### config.mk
export PLATFORM = sky130hd
export DESIGN_NAME = approx_mul4
export DESIGN_NICKNAME = d
export VERILOG_FILES = /design/src/rtl/approx_mul4_pkg.sv /design/src/rtl/approx_mul4_ctrl.sv /design/src/rtl/approx_cmp42.sv /design/src/rtl/approx_mul4_dp.sv /design/src/rtl/approx_mul4.sv
export SDC_FILE = /design/constraint.sdc
export NUM_CORES = 1
export LEC_CHECK = 0
export BUFFER_PORTS_ARGS = -buffer_cell sky130_fd_sc_hd__buf_2
export CORE_MARGIN = 10
export CORE_UTILIZATION = 45
export CTS_BUF_LIST = sky130_fd_sc_hd__clkbuf_2 sky130_fd_sc_hd__clkbuf_4 sky130_fd_sc_hd__clkbuf_8
export DETAILED_ROUTE_END_ITERATION = 7
export PLACE_DENSITY = 0.68
export SYNTH_ARGS = -nofsm -noshare
export SYNTH_HDL_FRONTEND = slang
export SYNTH_HIERARCHICAL = 1
export SYNTH_SLANG_ARGS = --single-unit
export TNS_END_PERCENT = 50
### constraint.sdc
create_clock -name clk -period 0.9 [get_ports clk]
set_clock_uncertainty 0.15 [all_clocks]
set_input_delay 0 -clock clk [delete_from_list [all_inputs] [get_ports clk]]
set_output_delay 0 -clock clk [all_outputs]
set_load 0.02 [all_outputs]
### src/rtl/approx_mul4_pkg.sv
package approx_mul4_pkg;
  typedef enum logic [1:0] {
    MODE_EXACT = 2'b00,
    MODE_TYPE1 = 2'b01,
    MODE_TYPE2 = 2'b10,
    MODE_ALIAS = 2'b11
  } mulMode_e;

  typedef struct packed {
    logic typeOne;
    logic typeTwo;
    logic chainCarry;
  } cmpStrobe_t;
endpackage

### src/rtl/approx_mul4_ctrl.sv
module approx_mul4_ctrl
  import approx_mul4_pkg::*;
(
  input  logic [1:0] mode,
  output cmpStrobe_t strobe
);
  always_comb begin
    strobe = '0;
    unique case (mulMode_e'(mode))
      MODE_TYPE1: begin
        strobe.typeOne    = 1'b1;
        strobe.chainCarry = 1'b1;
      end
      MODE_TYPE2: strobe.typeTwo = 1'b1;
      default:    strobe.chainCarry = 1'b1;
    endcase
  end
endmodule

### src/rtl/approx_cmp42.sv
module approx_cmp42
  import approx_mul4_pkg::*;
(
  input  cmpStrobe_t strobe,
  input  logic a,
  input  logic b,
  input  logic c,
  input  logic d,
  input  logic cin,
  output logic sum,
  output logic carry,
  output logic cout
);
  logic orAB, orCD, andAB, andCD;
  logic xAB, xABC, xABCD;

  always_comb begin
    orAB  = a | b;
    orCD  = c | d;
    andAB = a & b;
    andCD = c & d;
    xAB   = a ^ b;
    xABC  = xAB ^ c;
    xABCD = xABC ^ d;
    if (strobe.typeTwo) begin
      sum   = orAB ^ orCD;
      carry = andAB | andCD | (orAB & orCD);
      cout  = 1'b0;
    end else if (strobe.typeOne) begin
      sum   = orAB ^ orCD;
      carry = cin;
      cout  = orAB & orCD;
    end else begin
      sum   = xABCD ^ cin;
      carry = (xABCD & cin) | (xABC & d);
      cout  = (xAB & c) | andAB;
    end
  end
endmodule

### src/rtl/approx_mul4_dp.sv
module approx_mul4_dp
  import approx_mul4_pkg::*;
#(
  parameter int OP_W = 4
) (
  input  cmpStrobe_t          strobe,
  input  logic [OP_W-1:0]     opA,
  input  logic [OP_W-1:0]     opB,
  output logic [2*OP_W-1:0]   result
);
  localparam int PP_N   = OP_W * OP_W;
  localparam int PROD_W = 2 * OP_W;

  logic [PP_N-1:0] pp;   // pp[i*OP_W+j] = opA[j] & opB[i], weight i+j

  for (genvar i = 0; i < OP_W; i++) begin : g_row
    for (genvar j = 0; j < OP_W; j++) begin : g_col
      assign pp[i*OP_W+j] = opA[j] & opB[i];
    end
  end

  logic sum3, carry3, cout3;
  logic sum4, carry4, cout4;
  logic cin4;

  assign cin4 = strobe.chainCarry & cout3;

  approx_cmp42 u_cmpW8 (
    .strobe(strobe),
    .a(pp[0*OP_W+3]), .b(pp[1*OP_W+2]), .c(pp[2*OP_W+1]), .d(pp[3*OP_W+0]),
    .cin(1'b0),
    .sum(sum3), .carry(carry3), .cout(cout3)
  );

  approx_cmp42 u_cmpW16 (
    .strobe(strobe),
    .a(pp[1*OP_W+3]), .b(pp[2*OP_W+2]), .c(pp[3*OP_W+1]), .d(1'b0),
    .cin(cin4),
    .sum(sum4), .carry(carry4), .cout(cout4)
  );

  logic [PROD_W-1:0] rowA, rowB, rowC, rowD;
  logic [PROD_W:0]   total;

  always_comb begin
    rowA = {pp[3*OP_W+3], carry4, sum4, sum3, pp[0*OP_W+2], pp[0*OP_W+1], pp[0*OP_W+0]};
    rowB = {1'b0, 1'b0, cout4, carry3, 1'b0, pp[1*OP_W+1], pp[1*OP_W+0], 1'b0};
    rowC = {1'b0, 1'b0, pp[2*OP_W+3], 1'b0, 1'b0, pp[2*OP_W+0], 1'b0, 1'b0};
    rowD = {1'b0, 1'b0, pp[3*OP_W+2], 5'b0};
    total  = {1'b0, rowA} + {1'b0, rowB} + {1'b0, rowC} + {1'b0, rowD};
    result = total[PROD_W-1:0];
  end
endmodule

### src/rtl/approx_mul4.sv
module approx_mul4
  import approx_mul4_pkg::*;
#(
  parameter int OP_W    = 4,
  parameter bit REG_OUT = 1'b1
) (
  input  logic              clk,
  input  logic              rstN,
  input  logic [OP_W-1:0]   opA,
  input  logic [OP_W-1:0]   opB,
  input  logic [1:0]        mode,
  output logic [2*OP_W-1:0] product
);
  localparam int PROD_W = 2 * OP_W;

  cmpStrobe_t        strobe;
  logic [PROD_W-1:0] rawProduct;

  approx_mul4_ctrl u_ctrl (.mode(mode), .strobe(strobe));

  approx_mul4_dp #(.OP_W(OP_W)) u_dp (
    .strobe(strobe), .opA(opA), .opB(opB), .result(rawProduct)
  );

  if (REG_OUT) begin : g_reg
    always_ff @(posedge clk or negedge rstN) begin
      if (!rstN) product <= '0;
      else       product <= rawProduct;
    end
  end else begin : g_comb
    assign product = rawProduct;
  end
endmodule

Yosys cells after proc, flatten, opt, wreduce, memory -nomap -nowiden --
Cells that the tools add are included.
Word-level totals: register bits after elaboration 8, input port bits 12, output and inout bits 8, word-level logic and storage cells 63
Operators by class: add/sub/neg operators 3, equality and inequality tests 2, mux-type cells 15, bitwise gates (word level) 42
Operators by type and width (number):
- 1-bit bitwise AND | 26
- 8-bit by 6-bit adder with 8-bit output | 2
- 1-bit two-way mux | 15
- 7-bit by 6-bit adder with 8-bit output | 1
- 1-bit OR | 8
- 1-bit XOR | 8
- 2-bit by 1-bit equality test with 1-bit output, second input constant | 1
- 2-bit equality test, second input constant | 1

Logic depth before layout (Yosys ltp) --
Gate-level depths: netlist (run 1).
depth after elaboration 13, gate-level depth with buffers 20, mapped depth without buffers 20

Cells and area by module --
The synthesis (run 1) kept the hierarchy.
Modules (own cells, without submodules):
- approx_mul4_dp | instances 1, cells each 53, area each 414.1 µm², seq. area each 0.0 µm²
- approx_cmp42 | instances 2, cells each 22, area each 152.6 µm², seq. area each 0.0 µm²
- approx_mul4 | instances 1, cells each 8, area each 200.2 µm², seq. area each 200.2 µm²
- approx_mul4_ctrl | instances 1, cells each 3, area each 23.8 µm², seq. area each 0.0 µm²

Worst setup path after synthesis (run 1) --
No wires, ideal clock.
kind input -> register, from input port opA[3], to register product[7], setup time 0.087 ns, arrival 3.242 ns, required time 0.663 ns, slack -2.579 ns, stages on the path 19, buffers on the path 0, cell sequence and2_1 -> inv_1 -> fa_1 -> nor2_1 -> a21oi_1 -> nor2_1 -> and2_1 -> inv_1 -> fa_1 -> nor2_1 -> a211oi_1 -> a21oi_1 -> inv_1 -> fa_1 -> fa_1 -> inv_1 -> ha_1 -> or3b_1 -> a211oi_2
On the way: cells in the longest elaborated chain, start to end 13, elaborated cells between the ends (all ways) 43, classes of those cells add/sub (3); mux (12); bitwise (28)
Ends and longest elaborated chain:
- from (decl) | line approx_mul4.sv:9 | input logic [OP_W-1:0] opA,
- 1-bit bitwise AND * | line approx_mul4_dp.sv:18 | assign pp[i*OP_W+j] = opA[j] & opB[i];
- 1-bit XOR | line approx_cmp42.sv:22 | xAB = a ^ b;
- 1-bit bitwise AND | line approx_cmp42.sv:36 | cout = (xAB & c) | andAB;
- 1-bit OR | line approx_cmp42.sv:36
- 1-bit two-way mux * | line approx_cmp42.sv:29 | end else if (strobe.typeOne) begin
- 1-bit two-way mux * | line approx_cmp42.sv:25 | if (strobe.typeTwo) begin
- named net u_dp.cout3 | line approx_mul4_dp.sv:22 | logic sum3, carry3, cout3;
- 1-bit bitwise AND * | line approx_mul4_dp.sv:26 | assign cin4 = strobe.chainCarry & cout3;
- named net u_dp.cin4 | line approx_mul4_dp.sv:24 | logic cin4;
- 1-bit bitwise AND | line approx_cmp42.sv:35 | carry = (xABCD & cin) | (xABC & d);
- 1-bit two-way mux * | line approx_cmp42.sv:29
- 1-bit two-way mux * | line approx_cmp42.sv:25
- named net u_dp.carry4 | line approx_mul4_dp.sv:23 | logic sum4, carry4, cout4;
- 7-bit by 6-bit adder with 8-bit output * | line approx_mul4_dp.sv:50 | total = {1'b0, rowA} + {1'b0, rowB} + {1'b0, rowC} + {1'b0, rowD};
- 8-bit by 6-bit adder with 8-bit output * (2 in a row) | line approx_mul4_dp.sv:50
- named net rawProduct[7] | line approx_mul4.sv:17 | logic [PROD_W-1:0] rawProduct;
- to (signal assigned) | line approx_mul4.sv:28 | else product <= rawProduct;
- to (decl) | line approx_mul4.sv:12 | output logic [2*OP_W-1:0] product
The timed path passes the listed nets; every way through them passes the cells marked *.

Final worst setup path (run 1) --
from input port opB[0], to register product[7]
On the way: cells in the longest elaborated chain, start to end 13, elaborated cells between the ends (all ways) 32, classes of those cells add/sub (3); mux (10); bitwise (19)
Ends and longest elaborated chain:
- from (decl) | line approx_mul4.sv:10 | input logic [OP_W-1:0] opB,
- 1-bit bitwise AND * | line approx_mul4_dp.sv:18
- named net u_dp.pp[3] | line approx_mul4_dp.sv:14 | logic [PP_N-1:0] pp;
- 1-bit XOR | line approx_cmp42.sv:22
- 1-bit bitwise AND | line approx_cmp42.sv:36
- 1-bit OR | line approx_cmp42.sv:36
- 1-bit two-way mux * | line approx_cmp42.sv:29
- 1-bit two-way mux * | line approx_cmp42.sv:25
- named net u_dp.cout3 | line approx_mul4_dp.sv:22
- 1-bit bitwise AND * | line approx_mul4_dp.sv:26
- named net u_dp.cin4 | line approx_mul4_dp.sv:24
- 1-bit bitwise AND | line approx_cmp42.sv:35
- 1-bit two-way mux * | line approx_cmp42.sv:29
- 1-bit two-way mux * | line approx_cmp42.sv:25
- named net u_dp.carry4 | line approx_mul4_dp.sv:23
- 7-bit by 6-bit adder with 8-bit output * | line approx_mul4_dp.sv:50
- 8-bit by 6-bit adder with 8-bit output * (2 in a row) | line approx_mul4_dp.sv:50
- named net rawProduct[7] | line approx_mul4.sv:17
Marks and branches as above.

==> results of run 1 <==
==> cell type report <==
| cell class | count | area, µm² |
|---|---|---|
| Clock buffer | 3 | 22.52 |
| Fill cell | 135 | 495.5 |
| Inverter | 23 | 88.84 |
| Multi-Input combinational cell | 79 | 728.2 |
| Sequential cell | 8 | 200.2 |
| Tap cell | 27 | 33.78 |
| Timing Repair Buffer | 46 | 412.9 |
==> cells by family after synthesis <==
kind of cell / after synthesis
flip-flops: 8
adder cells (fa/ha/maj): 22
XOR/XNOR: 1
buffers and inverters: 24
AO/OA/AOI/OAI: 13
AND/OR/NAND/NOR: 39
other: 1
==> power by group <==
group          internal [W]  switching [W]
Sequential         0.000454      0.0000393
Combinational      0.000690       0.000568
Clock              0.000152       0.000112
==> final timing paths <==
kind,cells after the start,to,slack [ns]
worst min-delay path,3,product[0],-0.09
min in group asynchronous,2,product[6],-0.03
max in group asynchronous,2,product[1],0.47
worst max-delay path,20,product[7],-2.42
==> cells in the final DEF (no fill, tap or decap) <==
cell type	instances
a211oi_1	4
a211oi_2	1
a21o_1	1
a21oi_1	4
a21oi_2	2
a32o_1	1
and2_1	9
and2_4	4
and2b_2	2
and4bb_2	1
buf_2	7
buf_4	18
buf_6	18
buf_8	2
clkbuf_4	3
conb_1	4
dfrtp_1	8
dlygate4sd3_1	1
fa_1	5
fa_2	3
ha_1	12
ha_2	1
ha_4	1
inv_1	17
inv_2	5
inv_4	1
nand2_1	4
nand2_2	2
nand2_4	1
nand2b_1	1
nand2b_4	1
nand3b_1	1
nor2_1	10
nor2_2	2
or3b_4	1
xor2_1	1
==> timing repair <==
action	4_1_cts	5_1_grt
cloned	0	0
pin swaps	20	5
gates resized for setup	32	16
setup endpoints to repair	14	14
hold endpoints to repair	9	1
setup buffers	4	1
==> metrics by stage <==
step / cell area (µm²) / instances / util / worst slack (ns)
after global placement: 1256 / 177 / 0.6338 / -2.677
after global routing: 1486 / 186 / 0.7500 / -2.628
after detailed placement: 1256 / 177 / 0.6338 / -2.749
final: 1486 / 186 / 0.7500 / -2.421
after CTS: 1428 / 185 / 0.7203 / -2.427
after floorplan: 977.2 / 111 / - / -2.426
==> layer usage <==
layer	global-route usage	part of all wire	wire, µm
met5	0	0	0
met4	0.05348	0.045	110
met3	0.02373	0.055	134
met2	0.2138	0.54	1302
met1	0.1094	0.36	886
==> qor.yml, run 1 <==
outcome:
  status: "finished with violations"
  violations: "negative hold slack, negative setup slack"
grt:
  grt_pass1_vias: 933
  grtUsageTotal: 0.1115
  grt_antenna_before_repair: 0
  grt-ovfl-total: 0
  grt_max_degree: 9
  grt_first_pass_wirelength_um: 3877
synth:
  synth-xor-area-share: 0.009284
  synth_top_family_by_area: "adder cells"
  synthSimpleGateAreaFrac: 0.2241
  synth-compound-area-share: 0.09549
  postSynthAreaPerCell_um2: 8.735
  ys_seq_elements: 8
  synth_cells: 108
  yosysMostFrequentCell: "inv_1"
  synth_area_um2: 943.4
  yosysSeqAreaShare: 0.2122
  synthTopCellsByCount: "inv_1, ha_1, and2_1, nor2_1"
  synthMuxAreaShare: 0
  synth_cell_type_count: 20
  synth_flop_cell: "dfrtp_1"
  yosysWarnings: 6
  yosysTopAreaCell: "dfrtp_1"
  async_flop_share: 1.000
  yosys.area.top_type_share: 0.2122
  synth-edff-count: 0
  synth.area.top_cells: "dfrtp_1, ha_1, fa_1, inv_1, and2_1"
  synth_fa_ha_area_frac: 0.3554
worst_setup_path:
  crit_path_end_kind: "flip-flop"
  startpoint_type: "input port"
  crit_fanout: 3
  cpPeakStageDelay_ns: 0.46
  crit_type: "input port to flip-flop"
  worst_path_max_delay_cell: "fa_1"
  worstPathArrival_ns: 3.34
  cp_top_family: "adder cells"
  crit_chain: "buf_6 -> and2_4 -> inv_4 -> fa_2 -> nor2_2 -> a21oi_1 -> nor2_1 -> and2_4 -> inv_2 -> fa_2 -> nor2_2 -> a211oi_1 -> a21oi_1 -> inv_1 -> fa_1 -> fa_2 -> inv_2 -> ha_4 -> or3b_4 -> a211oi_2"
  path_common_cell: "fa_2"
  cp.required_ns: 0.92
  worst-path-buf-inv: 5
  cp-startpoint: "opB[0]"
worst_hold_path:
  worst_hold_path_type: "input port to flip-flop"
  hold_start: "opA[0]"
cells_and_area:
  largest_register_ff_count: 8
  layout-drive-gt1-share: 0.4780
  largest-register: "product"
  area.growth.synth_to_final_pct: 57.56
  antenna_cells: 0
  largestRegisters: "product (8)"
  nNetsFinal: 195
route:
  dr.pass1.iters: 4
  wl_per_cell_um: 13.08
  vias: 885
  drt-initial-drc-count: 9
  via_per_inst: 4.758
  antenna_left: 0
  drt-total-wl_um: 2433
  drc_errors: 0
clock_network:
  clockRootBuffer: "clkbuf_4"
  cts_sinks: 8
  clk_pin_slew_worst_paths_ns: 0.05
  cts_tree: "built"
  hold_buffers: 1
  cts_buffers: 3
  cts_buffer_depth: 2
  htreeDepth: 1
die:
  pin_count: 20
  die_height_um: 65.79
  rows: 16
  core_um2: 1982
  die_w_um: 65.79
  die_area_um2: 4328
  initial_core_util: 0.4760
sta:
  max_freq_mhz: 301.1
  setup_viol: 10
  setup_tns_ns: -9.891
  setup_slack_ns: -2.421
  fin_hold_ws_ns: -0.09259
  hold_viol: 9
  post-route-min-period_ns: 3.321
  rsz0062_at_grt: "yes"
  fin_crit_sh: 3.690
  drv_slew: 0
placement:
  gp_congestion: 0.7863
  numPortBuffers: 19
  dp_hpwl_um: 1810
power:
  leakagePower_nw: 0.7609
  power_w: 0.002016
  power.density_nw_per_um2: 1356
  peakVddDrop_uv: 1153
flow_run:
  maxCapViolCount: 0
Note: power is estimated with default switching activity, not from simulation.
==> inputs of run 2 (changes only) <==
Settings changed: CELL_PAD_IN_SITES_DETAIL_PLACEMENT set to 1, CELL_PAD_IN_SITES_GLOBAL_PLACEMENT set to 1, PLACE_DENSITY 0.68 to not set, PLACE_DENSITY_LB_ADDON set to 0.1, TNS_END_PERCENT 50 to not set.
==> qor.yml, run 2 <==
synth:
  yosysSeqAreaShare: 0.2122  # unchanged
  synth_area_um2: 943.4  # unchanged
  async_flop_share: 1.000  # unchanged
  synth_flop_cell: "dfrtp_1"  # unchanged
  synth_cells: 108  # unchanged
  synthTopCellsByCount: "inv_1, ha_1, and2_1, nor2_1"  # unchanged
  synth.area.top_cells: "dfrtp_1, ha_1, fa_1, inv_1, and2_1"  # unchanged
  yosysWarnings: 6  # unchanged
  postSynthAreaPerCell_um2: 8.735  # unchanged
  yosysTopAreaCell: "dfrtp_1"  # unchanged
  ys_seq_elements: 8  # unchanged
  yosysMostFrequentCell: "inv_1"  # unchanged
  yosys.area.top_type_share: 0.2122  # unchanged
  synth_cell_type_count: 20  # unchanged
  synth-edff-count: 0  # unchanged
outcome:
  stop_error: "[ERROR DPL-0033] detailed placement checks failed during check placement."
  status: "aborted with a tool error"  # was finished with violations
  failing_step: "clock tree synthesis"
clock_network:
  cts_buffers: 3  # unchanged
  cts_buffer_depth: 2  # unchanged
  clockRootBuffer: "clkbuf_4"  # unchanged
  hold_buffers: 3  # was 1
  htreeDepth: 1  # unchanged
  cts_setup_buffers: 4  # unchanged
  cts_resized: 39  # was 32
  cts_sinks: 8  # unchanged
die:
  pin_count: 20  # unchanged
  die_w_um: 65.79  # unchanged
  initial_core_util: 0.4760  # unchanged
  die_height_um: 65.79  # unchanged
  rows: 16  # unchanged
placement:
  dp_slack_ns: -2.842  # was -2.749 ns
  gp_congestion: 0.8245  # was 0.7863
  dp_hpwl_um: 2782  # was 1810 µm
  placed_cells: 180  # was 177
  numPortBuffers: 19  # unchanged
[run 2: cell counts after synthesis]
Identical to the previous run, type by type.
[run 2: kinds of logic after synthesis]
logic type | after synthesis | synth area share
AND/OR/NAND/NOR | 39 | 0.2241
buffers and inverters | 24 | 0.09947
adder cells (fa/ha/maj) | 22 | 0.3554
AO/OA/AOI/OAI | 13 | 0.09549
flip-flops | 8 | 0.2122
XOR/XNOR | 1 | 0.009286
other | 1 | 0.003975
[run 2: through the flow]
step                        util  area [µm²]
after detailed placement  0.6553        1299
after global placement    0.6553        1299
after floorplan                -       997.2
==> inputs of run 3 (changes only) <==
Settings changed: CELL_PAD_IN_SITES_DETAIL_PLACEMENT 1 to not set, CELL_PAD_IN_SITES_GLOBAL_PLACEMENT 1 to not set, CORE_AREA set to 10 10 71 73, CORE_MARGIN 10 to not set, CORE_UTILIZATION 45 to not set, CTS_BUF_LIST sky130_fd_sc_hd__clkbuf_2 sky130_fd_sc_hd__clkbuf_4 sky130_fd_sc_hd__clkbuf_8 to not set, DIE_AREA set to 0 0 81 83, PLACE_DENSITY_LB_ADDON 0.1 to 0.15.
==> qor.yml, run 3 (synthesized netlist as in run 1, its figures left out) <==
placement:
  placed_cells: 199  # was 180
  gp_congestion: 0.7427  # was 0.8245
  dp_hpwl_um: 1843  # was 2782 µm
  numPortBuffers: 19  # unchanged
power:
  peakVddDrop_uv: 359.3
  share_seq_of_total_power: 0.229
  intPower_w: 0.001396
  switching_power_w: 0.0007233
  leakagePower_nw: 0.7570
  power_switching_share: 0.3413
  power_frac_comb: 0.577
  power.density_nw_per_um2: 1374
  pwr-share-clk: 0.194
sta:
  fin_hold_ws_ns: -0.05522
  max_freq_mhz: 300.9
  drv_slew: 0
  hold_viol: 9
  setup_viol: 6
  setup_slack_ns: -2.423
  rsz0062_at_grt: "yes"
  setup_tns_ns: -9.730
  post-route-min-period_ns: 3.323
  fin_crit_sh: 3.693
worst_hold_path:
  min_to: "product[0]"
  whs_path_depth: 3
  worst_hold_path_type: "input port to flip-flop"
  hold_start: "opB[0]"
cells_and_area:
  area.growth.synth_to_final_pct: 63.53
  largest_register_ff_count: 8
  final_common_cell: "buf_4"
  layout-drive-gt1-share: 0.4813
  stdcell_count: 208
  nNetsFinal: 196
  antenna_cells: 0
  largestRegisters: "product (8)"
  fin_util: 0.4246
  final_cell_mix: "buf_4, inv_1, buf_6"
  largest-register: "product"
outcome:
  violations: "negative hold slack, negative setup slack"
  status: "finished with violations"  # was aborted with a tool error
clock_network:
  cts_buffers: 3  # unchanged
  htreeDepth: 1  # unchanged
  clockRootBuffer: "clkbuf_8"  # was clkbuf_4
  cts_buffer_depth: 2  # unchanged
  hold_buffers: 1  # was 3
  clk_pin_slew_worst_paths_ns: 0.04
  cts_sinks: 8  # unchanged
  cts_tree: "built"
grt:
  grtUsageTotal: 0.06947
  grt-ovfl-total: 0
  grt_first_pass_wirelength_um: 3960
  grt_antenna_before_repair: 0
  grt_pass1_vias: 945
  grt_max_degree: 9
worst_setup_path:
  path_common_cell: "fa_2"
  cp_top_family: "adder cells"
  crit_chain: "buf_6 -> and2_4 -> inv_4 -> fa_2 -> nor2_1 -> a21oi_1 -> nor2_1 -> and2_4 -> inv_2 -> fa_2 -> nor2_2 -> a211oi_2 -> a21oi_1 -> inv_1 -> fa_1 -> fa_2 -> inv_2 -> ha_4 -> or3b_1 -> a211oi_2"
  crit_type: "input port to flip-flop"
  worst_path_max_delay_cell: "fa_1"
  worstPathArrival_ns: 3.31
  crit_fanout: 3
  cp.required_ns: 0.88
  worst-path-buf-inv: 5
  startpoint_type: "input port"
  crit_path_end_kind: "flip-flop"
  cpPeakStageDelay_ns: 0.46
die:
  die_w_um: 81  # was 65.79 µm
  die_area_um2: 6723
  pin_count: 20  # unchanged
  core_um2: 3633
  initial_core_util: 0.2596  # was 0.4760
  die_height_um: 83  # was 65.79 µm
  rows: 22  # was 16
route:
  antenna_left: 0
  wl_per_cell_um: 10.27
  drt-total-wl_um: 2136
  vias: 840
  drc_errors: 0
  via_per_inst: 4.038
  dr.pass1.iters: 2
  drt-initial-drc-count: 15
flow_run:
  maxCapViolCount: 0
==> run 3: worst max-delay path by stage <==
stage,start,endpoint,slack (ns),depth (start not counted)
floorplan,opA[3],product[7],-2.43,17
global placement,opB[1],product[7],-2.66,20
detailed placement,opA[3],product[7],-2.74,20
CTS,opA[3],product[7],-2.48,20
global route,opA[3],product[7],-2.62,20
finish,opA[3],product[7],-2.42,20
==> run 3: layer usage <==
metal,part of all wire,wire length [µm],vias up,track usage
li1,-,-,435,-
met5,0,0,-,0
met3,0.053,114,3,0.01616
met4,0.0084,18,0,0.01878
met1,0.41,878,387,0.07611
met2,0.53,1124,15,0.1268
==> run 3: layout make-up <==
| class | count | area [µm²] |
|---|---|---|
| Multi-Input combinational cell | 79 | 764.5 |
| Clock buffer | 3 | 41.29 |
| Sequential cell | 8 | 200.2 |
| Inverter | 23 | 88.84 |
| Tap cell | 48 | 60.06 |
| Fill cell | 380 | 2091 |
| Timing Repair Buffer | 47 | 387.9 |
==> run 3: power groups by stage <==
stage,Combinational (W),Sequential (W),Clock (W)
3_3_place_gp,0.000972,0.000482,0
2_1_floorplan,0.000458,0.000608,0
3_5_place_dp,0.000975,0.000479,0
4_1_cts,0.00111,0.000474,0.000420
6_report,0.00122,0.000485,0.000412
5_1_grt,0.00136,0.000496,0.000440
==> run 3: what timing repair did <==
action,in CTS,in global routing
pin swaps,12,5
setup endpoints to repair,6,10
resized for setup,22,13
setup buffers,4,1
hold endpoints to repair,9,1
==> run 3: stage by stage <==
stage                     setup WS, ns  cell area (µm²)  power [W]
after floorplan                 -2.426            997.2   0.001067
after global placement          -2.663             1310   0.001454
after detailed placement        -2.741             1310   0.001454
after CTS                       -2.478             1485   0.002001
after global routing            -2.624             1543   0.002291
final                           -2.423             1543   0.002119
